[config.mk]
export PLATFORM = sky130hd
export DESIGN_NAME = iack_resolver
export DESIGN_NICKNAME = d
export VERILOG_FILES = /design/src/rtl/iack_pkg.sv /design/src/rtl/iack_cfg_bank.sv /design/src/rtl/iack_pick.sv /design/src/rtl/iack_rd_ctrl.sv /design/src/rtl/iack_resolver.sv
export SDC_FILE = /design/constraint.sdc
export NUM_CORES = 2
export LEC_CHECK = 0
export ABC_AREA = 1
export BUFFER_PORTS_ARGS = -buffer_cell sky130_fd_sc_hd__buf_2
export CAP_MARGIN = 20
export CORE_MARGIN = 10
export CORE_UTILIZATION = 45
export DETAILED_ROUTE_END_ITERATION = 7
export PLACE_DENSITY_LB_ADDON = 0.12
export SLEW_MARGIN = 20
export SYNTH_ARGS = -nofsm -noshare
export SYNTH_HDL_FRONTEND = slang
export SYNTH_HIERARCHICAL = 1
export SYNTH_SLANG_ARGS = --single-unit
[constraint.sdc]
create_clock -name clk -period 19.8 [get_ports clk]
set_input_delay 1.98 -clock clk [delete_from_list [all_inputs] [get_ports clk]]
set_output_delay 1.98 -clock clk [all_outputs]
set_load 0.05 [all_outputs]
[src/rtl/iack_pkg.sv]
package iack_pkg;
    localparam int ADDR_W = 8;
    localparam int DATA_W = 8;
    localparam logic [ADDR_W-1:0] CURLVL_ADDR = 8'h40;
    localparam logic [ADDR_W-1:0] ACK_BASE    = 8'h48;
    localparam int MASK_BIT = 7;

    typedef enum logic [2:0] {
        REQ_NONE,
        REQ_CFG,
        REQ_CURLVL,
        REQ_ACK,
        REQ_UNMAPPED
    } req_kind_e;

    typedef enum logic {
        ST_IDLE,
        ST_REPLY
    } rd_state_e;
endpackage

[src/rtl/iack_cfg_bank.sv]
module iack_cfg_bank #(
    parameter int NUM_SRC = 64,
    parameter int LVL_W   = 3,
    parameter int PRI_W   = 3,
    parameter int IDX_W   = 6
) (
    input  logic                       clk,
    input  logic                       rst_n,
    input  logic                       wr_en,
    input  logic [7:0]                 wr_addr,
    input  logic [7:0]                 wr_data,
    input  logic [IDX_W-1:0]           rd_idx,
    output logic [7:0]                 rd_cfg,
    output logic [NUM_SRC-1:0]         mask_o,
    output logic [NUM_SRC*LVL_W-1:0]   lvl_o,
    output logic [NUM_SRC*PRI_W-1:0]   pri_o
);
    import iack_pkg::*;

    localparam int LVL_LSB = PRI_W;
    localparam logic [7:0] SRC_LIMIT = 8'(NUM_SRC);

    logic               mask_q [NUM_SRC];
    logic [LVL_W-1:0]   lvl_q  [NUM_SRC];
    logic [PRI_W-1:0]   pri_q  [NUM_SRC];
    logic               wr_hit;
    logic               unused_wr_bits;

    assign wr_hit         = wr_en && (wr_addr < SRC_LIMIT);
    assign unused_wr_bits = ^wr_data[MASK_BIT-1:LVL_LSB+LVL_W];

    for (genvar s = 0; s < NUM_SRC; s++) begin : g_src
        always_ff @(posedge clk or negedge rst_n) begin
            if (!rst_n) begin
                mask_q[s] <= 1'b1;
                lvl_q[s]  <= '0;
                pri_q[s]  <= '0;
            end else if (wr_hit && (wr_addr[IDX_W-1:0] == IDX_W'(s))) begin
                mask_q[s] <= wr_data[MASK_BIT];
                lvl_q[s]  <= wr_data[LVL_LSB +: LVL_W];
                pri_q[s]  <= wr_data[0 +: PRI_W];
            end
        end
        assign mask_o[s]                 = mask_q[s];
        assign lvl_o[s*LVL_W +: LVL_W]   = lvl_q[s];
        assign pri_o[s*PRI_W +: PRI_W]   = pri_q[s];
    end

    always_comb begin
        rd_cfg                    = '0;
        rd_cfg[MASK_BIT]          = mask_q[rd_idx];
        rd_cfg[LVL_LSB +: LVL_W]  = lvl_q[rd_idx];
        rd_cfg[0 +: PRI_W]        = pri_q[rd_idx];
    end
endmodule

[src/rtl/iack_pick.sv]
module iack_pick #(
    parameter int NUM_SRC = 64,
    parameter int LVL_W   = 3,
    parameter int PRI_W   = 3,
    parameter int IDX_W   = 6
) (
    input  logic [NUM_SRC-1:0]         pend,
    input  logic [NUM_SRC-1:0]         mask,
    input  logic [NUM_SRC*LVL_W-1:0]   lvl,
    input  logic [NUM_SRC*PRI_W-1:0]   pri,
    input  logic [LVL_W-1:0]           sel_lvl,
    output logic                       found,
    output logic [IDX_W-1:0]           idx
);
    localparam int KEY_W  = LVL_W + PRI_W;
    localparam int PADDED = 1 << IDX_W;
    localparam int TOTAL  = 2 * PADDED - 1;
    localparam int LEAF0  = PADDED - 1;

    logic               nd_vld [TOTAL];
    logic [KEY_W-1:0]   nd_key [TOTAL];
    logic [IDX_W-1:0]   nd_idx [TOTAL];
    logic               any_level;

    assign any_level = (sel_lvl == '0);

    for (genvar i = 0; i < PADDED; i++) begin : g_leaf
        if (i < NUM_SRC) begin : g_real
            logic [LVL_W-1:0] src_lvl;
            logic             lvl_ok;
            assign src_lvl = lvl[i*LVL_W +: LVL_W];
            assign lvl_ok  = (src_lvl != '0) && (any_level || (src_lvl == sel_lvl));
            assign nd_vld[LEAF0+i] = pend[i] && !mask[i] && lvl_ok;
            assign nd_key[LEAF0+i] = {src_lvl, pri[i*PRI_W +: PRI_W]};
        end else begin : g_pad
            assign nd_vld[LEAF0+i] = 1'b0;
            assign nd_key[LEAF0+i] = '0;
        end
        assign nd_idx[LEAF0+i] = IDX_W'(i);
    end

    for (genvar n = 0; n < LEAF0; n++) begin : g_node
        logic take_right;
        assign take_right = nd_vld[2*n+2] &&
                            (!nd_vld[2*n+1] || (nd_key[2*n+2] > nd_key[2*n+1]));
        assign nd_vld[n]  = nd_vld[2*n+1] || nd_vld[2*n+2];
        assign nd_key[n]  = take_right ? nd_key[2*n+2] : nd_key[2*n+1];
        assign nd_idx[n]  = take_right ? nd_idx[2*n+2] : nd_idx[2*n+1];
    end

    assign found = nd_vld[0];
    assign idx   = nd_idx[0];
endmodule

[src/rtl/iack_rd_ctrl.sv]
module iack_rd_ctrl #(
    parameter int NUM_SRC  = 64,
    parameter int LVL_W    = 3,
    parameter int IDX_W    = 6,
    parameter int VEC_BASE = 64,
    parameter int SPUR_VEC = 24
) (
    input  logic               clk,
    input  logic               rst_n,
    input  logic               rd_en,
    input  logic [7:0]         rd_addr,
    input  logic               iack_stb,
    input  logic [LVL_W-1:0]   iack_lvl,
    output logic [LVL_W-1:0]   sel_lvl,
    output logic [IDX_W-1:0]   cfg_idx,
    input  logic               pick_found,
    input  logic [IDX_W-1:0]   pick_idx,
    input  logic [7:0]         cfg_rdata,
    output logic               rd_valid,
    output logic [7:0]         rd_data
);
    import iack_pkg::*;

    localparam logic [7:0] SRC_LIMIT = 8'(NUM_SRC);

    req_kind_e          req_kind;
    logic [LVL_W-1:0]   req_lvl;
    logic               strobe;
    logic [7:0]         reply;
    rd_state_e          state_q, state_d;
    logic [LVL_W-1:0]   cur_lvl_q;

    // Request decode: the implicit acknowledge outranks a register read
    always_comb begin
        req_kind = REQ_NONE;
        req_lvl  = '0;
        if (iack_stb) begin
            req_kind = REQ_ACK;
            req_lvl  = iack_lvl;
        end else if (rd_en) begin
            if (rd_addr < SRC_LIMIT) begin
                req_kind = REQ_CFG;
            end else if (rd_addr == CURLVL_ADDR) begin
                req_kind = REQ_CURLVL;
            end else if (rd_addr[7:LVL_W] == ACK_BASE[7:LVL_W]) begin
                req_kind = REQ_ACK;
                req_lvl  = rd_addr[LVL_W-1:0];
            end else begin
                req_kind = REQ_UNMAPPED;
            end
        end
    end

    assign sel_lvl = req_lvl;
    assign cfg_idx = rd_addr[IDX_W-1:0];
    assign strobe  = (req_kind != REQ_NONE);

    always_comb begin
        unique case (req_kind)
            REQ_CFG:    reply = cfg_rdata;
            REQ_CURLVL: reply = 8'(cur_lvl_q);
            REQ_ACK: begin
                if (pick_found)            reply = 8'(VEC_BASE) + 8'(pick_idx);
                else if (req_lvl == '0)    reply = 8'h00;
                else                       reply = 8'(SPUR_VEC);
            end
            default:    reply = 8'h00;
        endcase
    end

    // Next state
    always_comb begin
        unique case (state_q)
            ST_IDLE:  state_d = strobe ? ST_REPLY : ST_IDLE;
            ST_REPLY: state_d = strobe ? ST_REPLY : ST_IDLE;
            default:  state_d = ST_IDLE;
        endcase
    end

    // State register
    always_ff @(posedge clk or negedge rst_n) begin
        if (!rst_n) state_q <= ST_IDLE;
        else        state_q <= state_d;
    end

    // Registered outputs
    always_ff @(posedge clk or negedge rst_n) begin
        if (!rst_n) begin
            rd_data   <= '0;
            cur_lvl_q <= '0;
        end else begin
            rd_data <= (state_d == ST_REPLY) ? reply : 8'h00;
            if (req_kind == REQ_ACK && req_lvl != '0) begin
                cur_lvl_q <= req_lvl;
            end
        end
    end

    assign rd_valid = (state_q == ST_REPLY);
endmodule

[src/rtl/iack_resolver.sv]
module iack_resolver #(
    parameter int NUM_SRC  = 64,
    parameter int LVL_W    = 3,
    parameter int PRI_W    = 3,
    parameter int VEC_BASE = 64,
    parameter int SPUR_VEC = 24
) (
    input  logic                clk,
    input  logic                rst_n,
    input  logic [NUM_SRC-1:0]  pend,
    input  logic                wr_en,
    input  logic [7:0]          wr_addr,
    input  logic [7:0]          wr_data,
    input  logic                rd_en,
    input  logic [7:0]          rd_addr,
    input  logic                iack_stb,
    input  logic [LVL_W-1:0]    iack_lvl,
    output logic                rd_valid,
    output logic [7:0]          rd_data
);
    localparam int IDX_W = $clog2(NUM_SRC);

    logic [NUM_SRC-1:0]        cfg_mask;
    logic [NUM_SRC*LVL_W-1:0]  cfg_lvl;
    logic [NUM_SRC*PRI_W-1:0]  cfg_pri;
    logic [IDX_W-1:0]          cfg_idx;
    logic [7:0]                cfg_rdata;
    logic [LVL_W-1:0]          sel_lvl;
    logic                      pick_found;
    logic [IDX_W-1:0]          pick_idx;

    iack_cfg_bank #(
        .NUM_SRC(NUM_SRC), .LVL_W(LVL_W), .PRI_W(PRI_W), .IDX_W(IDX_W)
    ) u_cfg (
        .clk(clk), .rst_n(rst_n),
        .wr_en(wr_en), .wr_addr(wr_addr), .wr_data(wr_data),
        .rd_idx(cfg_idx), .rd_cfg(cfg_rdata),
        .mask_o(cfg_mask), .lvl_o(cfg_lvl), .pri_o(cfg_pri)
    );

    iack_pick #(
        .NUM_SRC(NUM_SRC), .LVL_W(LVL_W), .PRI_W(PRI_W), .IDX_W(IDX_W)
    ) u_pick (
        .pend(pend), .mask(cfg_mask), .lvl(cfg_lvl), .pri(cfg_pri),
        .sel_lvl(sel_lvl), .found(pick_found), .idx(pick_idx)
    );

    iack_rd_ctrl #(
        .NUM_SRC(NUM_SRC), .LVL_W(LVL_W), .IDX_W(IDX_W),
        .VEC_BASE(VEC_BASE), .SPUR_VEC(SPUR_VEC)
    ) u_ctrl (
        .clk(clk), .rst_n(rst_n),
        .rd_en(rd_en), .rd_addr(rd_addr),
        .iack_stb(iack_stb), .iack_lvl(iack_lvl),
        .sel_lvl(sel_lvl), .cfg_idx(cfg_idx),
        .pick_found(pick_found), .pick_idx(pick_idx),
        .cfg_rdata(cfg_rdata),
        .rd_valid(rd_valid), .rd_data(rd_data)
    );
endmodule

[Yosys cells after proc, flatten, opt, wreduce, memory -nomap -nowiden]
Index checks and enable logic that the tools add are counted.
Word-level totals
  register bits after elaboration: 460
  RAM bits: 0
  output and inout port bits: 9
  bits of input ports: 96
  memories kept: 0
  word-level logic and storage cells: 1250
  ROM bits: 0
  latch bits: 0
Cells by class
  reduce and logical (&&, ||, !) cells: 706
  $add $sub $neg: 1
  shift operators: 0
  equal/unequal tests: 132
  divide/modulo/power cells: 0
  $lt $le $gt $ge: 66
  multiplexer cells: 149
  bitwise operators: 1
  multiply operators: 0
Operator list (count)
  greater-than comparator 6 bit: 63
  2-to-1 mux 6 bit: 63
  logical AND 1 bit: 321
  nonzero test 3 bit: 66
  == test 3 bit: 64
  == test 6 bit (second input constant): 32
  logical OR 1 bit: 190
  zero test 1 bit: 127
  == test 6 x 5 -> 1 bit (second input constant): 16
  2-to-1 mux 3 bit: 22
  == test 6 x 4 -> 1 bit (second input constant): 8
  binary-select mux 3 bit (select 6 bit): 2
  2-to-1 mux 1 bit: 35
  2-to-1 mux 2 bit: 16
  == test 6 x 3 -> 1 bit (second input constant): 4
  one-hot mux 8 bit (3 select lines): 1
  less-than comparator 8 x 7 -> 1 bit (second input constant): 2
  2-to-1 mux 4 bit: 4
  2-to-1 mux 8 bit: 2
  2-to-1 mux 5 bit: 3
  == test 6 x 2 -> 1 bit (second input constant): 2
  adder 7 x 6 -> 8 bit (first input constant): 1
  == test 8 x 7 -> 1 bit (second input constant): 1
  greater-or-equal comparator 7 bit (second input constant): 1
  other kinds (8): 9

[Longest topological paths before layout]
  depth in word-level cells: 38
  gate-level depth with buffers: 87
  gate-level depth less buffers: 80

[Hierarchy]
Netlist, hierarchy kept.
By module, submodules not included
  iack_cfg_bank: cells an instance 2608, seq. area each 11290.8 µm², instances 1, area an instance 21284.2 µm²
  iack_pick: cells an instance 2981, seq. area each 0.0 µm², instances 1, area an instance 17591.9 µm²
  iack_rd_ctrl: cells an instance 100, seq. area each 300.3 µm², instances 1, area an instance 738.2 µm²

[Worst setup path after synthesis]
No wires, ideal clock.
  path type: input to register
  start: input rd_addr[7]
  end: register u_ctrl.rd_data[2]
  cell stages on the path: 81
  buffers on the path: 11
  required time: 19732 ps
  path slack: 7217 ps
  setup time: 68 ps
  data arrival time: 12515 ps
  cells stage by stage: inv_1 > nand2_1 > nor2_2 > nand2_2 > nor2_1 > a21oi_2 > inv_1 > buf_6 > buf_6 > buf_4 > buf_2 > buf_2 > nor2_1 > o41ai_1 > o2111ai_1 > o21ai_0 > buf_2 > a21oi_1 > [45 not listed] > nand2_1 > o21ai_2 > ha_1 > inv_1 > o21bai_1 > a21oi_1 > nor2_1 > o21a_1 > o21a_1 > o22ai_1 > nand2_1 > nand2_1 > inv_1 > o311ai_0 > a21oi_1 > a21oi_1 > nand4_1 > nand3_1
On the way
  cells in the longest elaborated chain, start to end: 38
  elaborated cells on any way between the ends: 687
  those cells by class: add/sub (1); order compare (32); eq/ne (69); mux (139); reduce/logical (446)
RTL lines
  start: declaration: line iack_resolver.sv:15  | input logic [7:0] rd_addr,
  branches (longest 3 deep; another with less-than comparator 8 x 7 -> 1 bit)
  2-to-1 mux 3 bit (*): line iack_rd_ctrl.sv:41  | if (rd_addr < SRC_LIMIT) begin
  2-to-1 mux 3 bit (*): line iack_rd_ctrl.sv:40  | end else if (rd_en) begin
  2-to-1 mux 3 bit (*): line iack_rd_ctrl.sv:37  | if (iack_stb) begin
  net sel_lvl[2]: line iack_resolver.sv:28  | logic [LVL_W-1:0] sel_lvl;
  == test 3 bit / zero test 3 bit (equally long branches): line iack_pick.sv:32, iack_pick.sv:25
  logical OR 1 bit: line iack_pick.sv:32  | assign lvl_ok = (src_lvl != '0) && (any_level || (src_lvl == sel_lvl));
  logical AND 1 bit: line iack_pick.sv:32
  [23 not listed]
  logical AND 1 bit (*): line iack_pick.sv:44  | assign take_right = nd_vld[2*n+2] &&
  net u_pick.g_node[0].take_right: line iack_pick.sv:43  | logic take_right;
  2-to-1 mux 6 bit (*): line iack_pick.sv:48  | assign nd_idx[n] = take_right ? nd_idx[2*n+2] : nd_idx[2*n+1];
  net pick_idx[2]: line iack_resolver.sv:30  | logic [IDX_W-1:0] pick_idx;
  adder 7 x 6 -> 8 bit (*): line iack_rd_ctrl.sv:63  | if (pick_found) reply = 8'(VEC_BASE) + 8'(pick_idx);
  2-to-1 mux 8 bit (*): line iack_rd_ctrl.sv:63
  one-hot mux 8 bit (3 select lines) (*): line iack_rd_ctrl.sv:59  | unique case (req_kind)
  2-to-1 mux 8 bit (*): line iack_rd_ctrl.sv:92  | rd_data <= (state_d == ST_REPLY) ? reply : 8'h00;
  end signal: assignment: line iack_rd_ctrl.sv:92
  end: declaration: line iack_rd_ctrl.sv:20  | output logic [7:0] rd_data
Mark *: on every way through the listed nets, which the timed path passes.
A chain may end at the register's enable or synchronous reset.

[Worst setup path in the final report]
  start: input rd_addr[4]
  end: register u_ctrl.rd_data[2]
On the way
  cells in the longest elaborated chain, start to end: 38
  elaborated cells on any way between the ends: 691
  those cells by class: add/sub (1); order compare (32); eq/ne (69); mux (142); bitwise (1); reduce/logical (446)
RTL lines
  branches (longest 3 deep; another with less-than comparator 8 x 7 -> 1 bit)
  2-to-1 mux 3 bit (*): line iack_rd_ctrl.sv:41
  2-to-1 mux 3 bit (*): line iack_rd_ctrl.sv:40
  2-to-1 mux 3 bit (*): line iack_rd_ctrl.sv:37
  net sel_lvl[2]: line iack_resolver.sv:28
  == test 3 bit / zero test 3 bit (equally long branches): line iack_pick.sv:32, iack_pick.sv:25
  logical OR 1 bit: line iack_pick.sv:32
  logical AND 1 bit: line iack_pick.sv:32
  [22 not listed]
  logical OR 1 bit: line iack_pick.sv:45  | (!nd_vld[2*n+1] || (nd_key[2*n+2] > nd_key[2*n+1]));
  logical AND 1 bit: line iack_pick.sv:44
  2-to-1 mux 6 bit (*): line iack_pick.sv:48
  net pick_idx[2]: line iack_resolver.sv:30
  adder 7 x 6 -> 8 bit (*): line iack_rd_ctrl.sv:63
  2-to-1 mux 8 bit (*): line iack_rd_ctrl.sv:63
  one-hot mux 8 bit (3 select lines) (*): line iack_rd_ctrl.sv:59
  2-to-1 mux 8 bit (*): line iack_rd_ctrl.sv:92
Mark *: on every way through the listed nets, which the timed path passes. The select of a mux whose other input is x is not followed.

==> impl_metrics.json <==
{
  "max-vdd-ir-drop_mv": 0.0647,
  "initial_utilization_pct": 45.5,
  "post-route-util_pct": 48.7,
  "min_path_cells": 2,
  "layout_commonest_cell": "nand2_1",
  "routed_wl_um": 143000,
  "cts_resized": 0,
  "p_per_area_nw_per_um2": 83.6,
  "core_area_um2": 87000,
  "numClockSinks": 460,
  "synth_top_area_cell": "dfrtp_1",
  "cp_slowest_stage_delay_ns": 0.72,
  "cts_setup_buffers": 0,
  "mostFrequentLayoutCells": "nand2_1, o21ai_0, nand3_1",
  "synth_area_leaders": "dfrtp_1, nand2_1, ha_1",
  "finalCritPeriodShare_pct": 77.7,
  "power.switching_uw": 1370,
  "cts.clk_slew.worst_paths_ns": 0.06,
  "crit_arrival_ns": 15.92,
  "fmaxAchievable_mhz": 65.0,
  "setup_viol": 0,
  "maxSlewViolCount": 0,
  "r2r_end": "u_ctrl/rd_data[2]$_DFF_PN0_",
  "place.gp.congestion": 0.955,
  "grt_usage_pct": 27.9,
  "ff2ff_setup_slack_ns": 7.58,
  "root_buffer": "clkbuf_16",
  "rsz0062_at_grt": "false",
  "path_delay_family": "compound AO/OA/AOI/OAI gates",
  "maxCapViolCount": 0,
  "setup.worst_path.class": "primary input to flip-flop",
  "cts_made_buffers": 58,
  "worst-path-buf-inv": 12,
  "worstHoldEndpoint": "u_cfg/mask_o[40]$_DFFE_PN1P_",
  "synthArstFlopShare_pct": 100,
  "total_power_uw": 3550,
  "ios": 105,
  "cts_tree": "yes",
  "p_leak_uw": 0.0201,
  "vias_per_cell": 5.68,
  "clk_latency_ns": 0.67,
  "path_max_fanout": 24,
  "grt_max_degree": 140,
  "cts_buffer_depth": 3,
  "chipWidth_um": 317,
  "cp.depth": 72,
  "antenna_cells": 0,
  "pwr-share-comb_pct": 36.2,
  "skew_ns": 0.0215,
  "power.internal_uw": 2170,
  "dp_slack_ns": 4.25,
  "drtPass1Iterations": 6,
  "ys_types": 74,
  "yosysWarnings": 6,
  "final-hold-violation-count": 0,
  "status": "completed",
  "hold_class": "flip-flop to flip-flop",
  "p_sw_share_pct": 38.7,
  "vias": 38616,
  "crit_required_ns": 20.34,
  "drtAntennaViolNets": 0,
  "r2r_cells": 64,
  "layout_min_cycle_time_ns": 15.38,
  "setup_ws_ns": 4.42,
  "synth_edf_count": 0,
  "drt_iter0_markers": 3351,
  "grt_pass1_vias": 35870,
  "grt_pass1_wl_um": 217000,
  "pwr-share-clk_pct": 34.0,
  "nets": 6059,
  "yosys_register_bits": 460,
  "mappedNetlistNets": 6154,
  "routedWlPerCell_um": 21.0,
  "grt_overflow": 0,
  "timing.rr.start": "u_cfg/lvl_o[144]$_DFFE_PN0P_",
  "syn_avg_cell_area_um2": 6.96,
  "hp-start": "u_cfg/mask_o[40]$_DFFE_PN1P_",
  "die_h_um": 317,
  "cts-htree-levels": 2,
  "power.share.sequential_pct": 29.8,
  "cp_slowest_cell": "inv_2",
  "syn-cell-area_um2": 39600,
  "slew_headroom_pct": 19.2,
  "tns_ns": 0,
  "crit_path_end_kind": "flip-flop",
  "cp-start-kind": "primary input",
  "worstMarginPinSlew_ns": 1.21,
  "synth_cells": 5689,
  "critPathMostFrequentCell": "o21ai_0",
  "core.rowCount": 108,
  "ys_seq_area_share_pct": 29.3,
  "drc": 0,
  "drive_gt1_share_pct": 9.68,
  "die-area_um2": 100000,
  "port_buffers": 103,
  "synth.top_cell.area_share_pct": 25.0,
  "hpwl_um": 98500,
  "syn_to_final_growth_pct": 7.06,
  "ctsHoldBuffers": 0,
  "antenna_found_initial": 2,
  "ys.flop_type": "dfrtp_1"
}
[worst max path at each step]
| stage | from | to | slack [ns] |
|---|---|---|---|
| after floorplan | rd_addr[7] | u_ctrl/rd_data[2]$_DFF_PN0_ | 7.22 |
| after global placement | rd_addr[4] | u_ctrl/rd_data[2]$_DFF_PN0_ | 4.29 |
| after detailed placement | rd_addr[4] | u_ctrl/rd_data[2]$_DFF_PN0_ | 4.25 |
| after CTS | rd_addr[4] | u_ctrl/rd_data[2]$_DFF_PN0_ | 4.96 |
| after global routing | rd_addr[4] | u_ctrl/rd_data[2]$_DFF_PN0_ | 3.39 |
| final | rd_addr[4] | u_ctrl/rd_data[2]$_DFF_PN0_ | 4.42 |
[flip-flops by register name, indices dropped and copies added (netlist names)]
name and flops:
u_cfg/pri_o 192, u_ctrl/rd_valid 1, u_ctrl/rd_data 8, u_cfg/lvl_o 192
u_cfg/mask_o 64, u_ctrl/cur_lvl_q 3
[power groups by stage]
| stage | Sequential [uW] | Combinational, uW | Clock, uW |
|---|---|---|---|
| after detailed placement | 1070 | 1260 | 0 |
| after global routing | 1070 | 1430 | 1260 |
| after global placement | 1070 | 1240 | 0 |
| after floorplan | 1070 | 895 | 0 |
| final | 1060 | 1280 | 1210 |
| after CTS | 1060 | 1260 | 1230 |
[synthesized netlist by cell type, types with 28 or more instances]
master	n
nand2_1	1749
o21ai_0	584
nand3_1	469
inv_1	414
dfrtp_1	396
ha_1	369
a21oi_1	223
o21ai_1	223
nor2_1	200
clkbuf_1	136
buf_2	89
xnor2_1	72
o21ai_2	67
dfstp_2	64
o22ai_1	50
buf_6	48
nand2_2	41
o31ai_1	39
nand2_4	38
nor3_1	36
a31oi_1	33
nand4_1	33
o2111ai_1	29
o21bai_1	28
[per-layer routing]
metal  routed length [um]  vias up  track usage (%)
met5                   15        -                0
met4                 5910        2             11.4
met3                11500      253             5.42
met2                60000     1355             41.6
met1                65400    18052             39.2
li1                     -    18954                -
[final cells by class]
cell class / instances / area [um2]
Clock buffer: 79 / 1630
Clock inverter: 30 / 493
Fill cell: 8967 / 44600
Inverter: 436 / 1670
Multi-Input combinational cell: 4482 / 24600
Sequential cell: 460 / 11600
Tap cell: 1155 / 1450
Timing Repair Buffer: 156 / 947
[through the flow]
step | area [um2] | cells | hold slack (ns)
2_1_floorplan | 39600 | 5689 | 0.456
3_3_place_gp | 40300 | 6689 | 0.471
3_5_place_dp | 40300 | 6689 | 0.473
4_1_cts | 42400 | 6798 | 0.482
5_1_grt | 42400 | 6798 | 0.502
6_report | 42400 | 6798 | 0.482
[worst reg2reg max path, delay by kind of cell (launching register included)]
kind | cells | cell delay (ns)
flops | 1 | 0.45
compound gates | 32 | 5.34
fa+ha+maj | 6 | 1.94
simple gates | 19 | 2.92
buf+inv | 7 | 1.42
[cell families (layout without fill, tap and decap cells)]
logic type	count (synthesis)	after routing	synth area share, %
adders and majority gates	369	369	11.7
xor gates and xnor gates	78	78	1.72
DFF	460	460	29.3
and+or+nand+nor	2666	2666	29.1
buffers and inverters	747	701	8.59
AOI/OAI and AO/OA	1366	1366	19.6
other	1	1	0.00947
muxes	2	2	0.0505
Power figures use the tool's default switching activity.
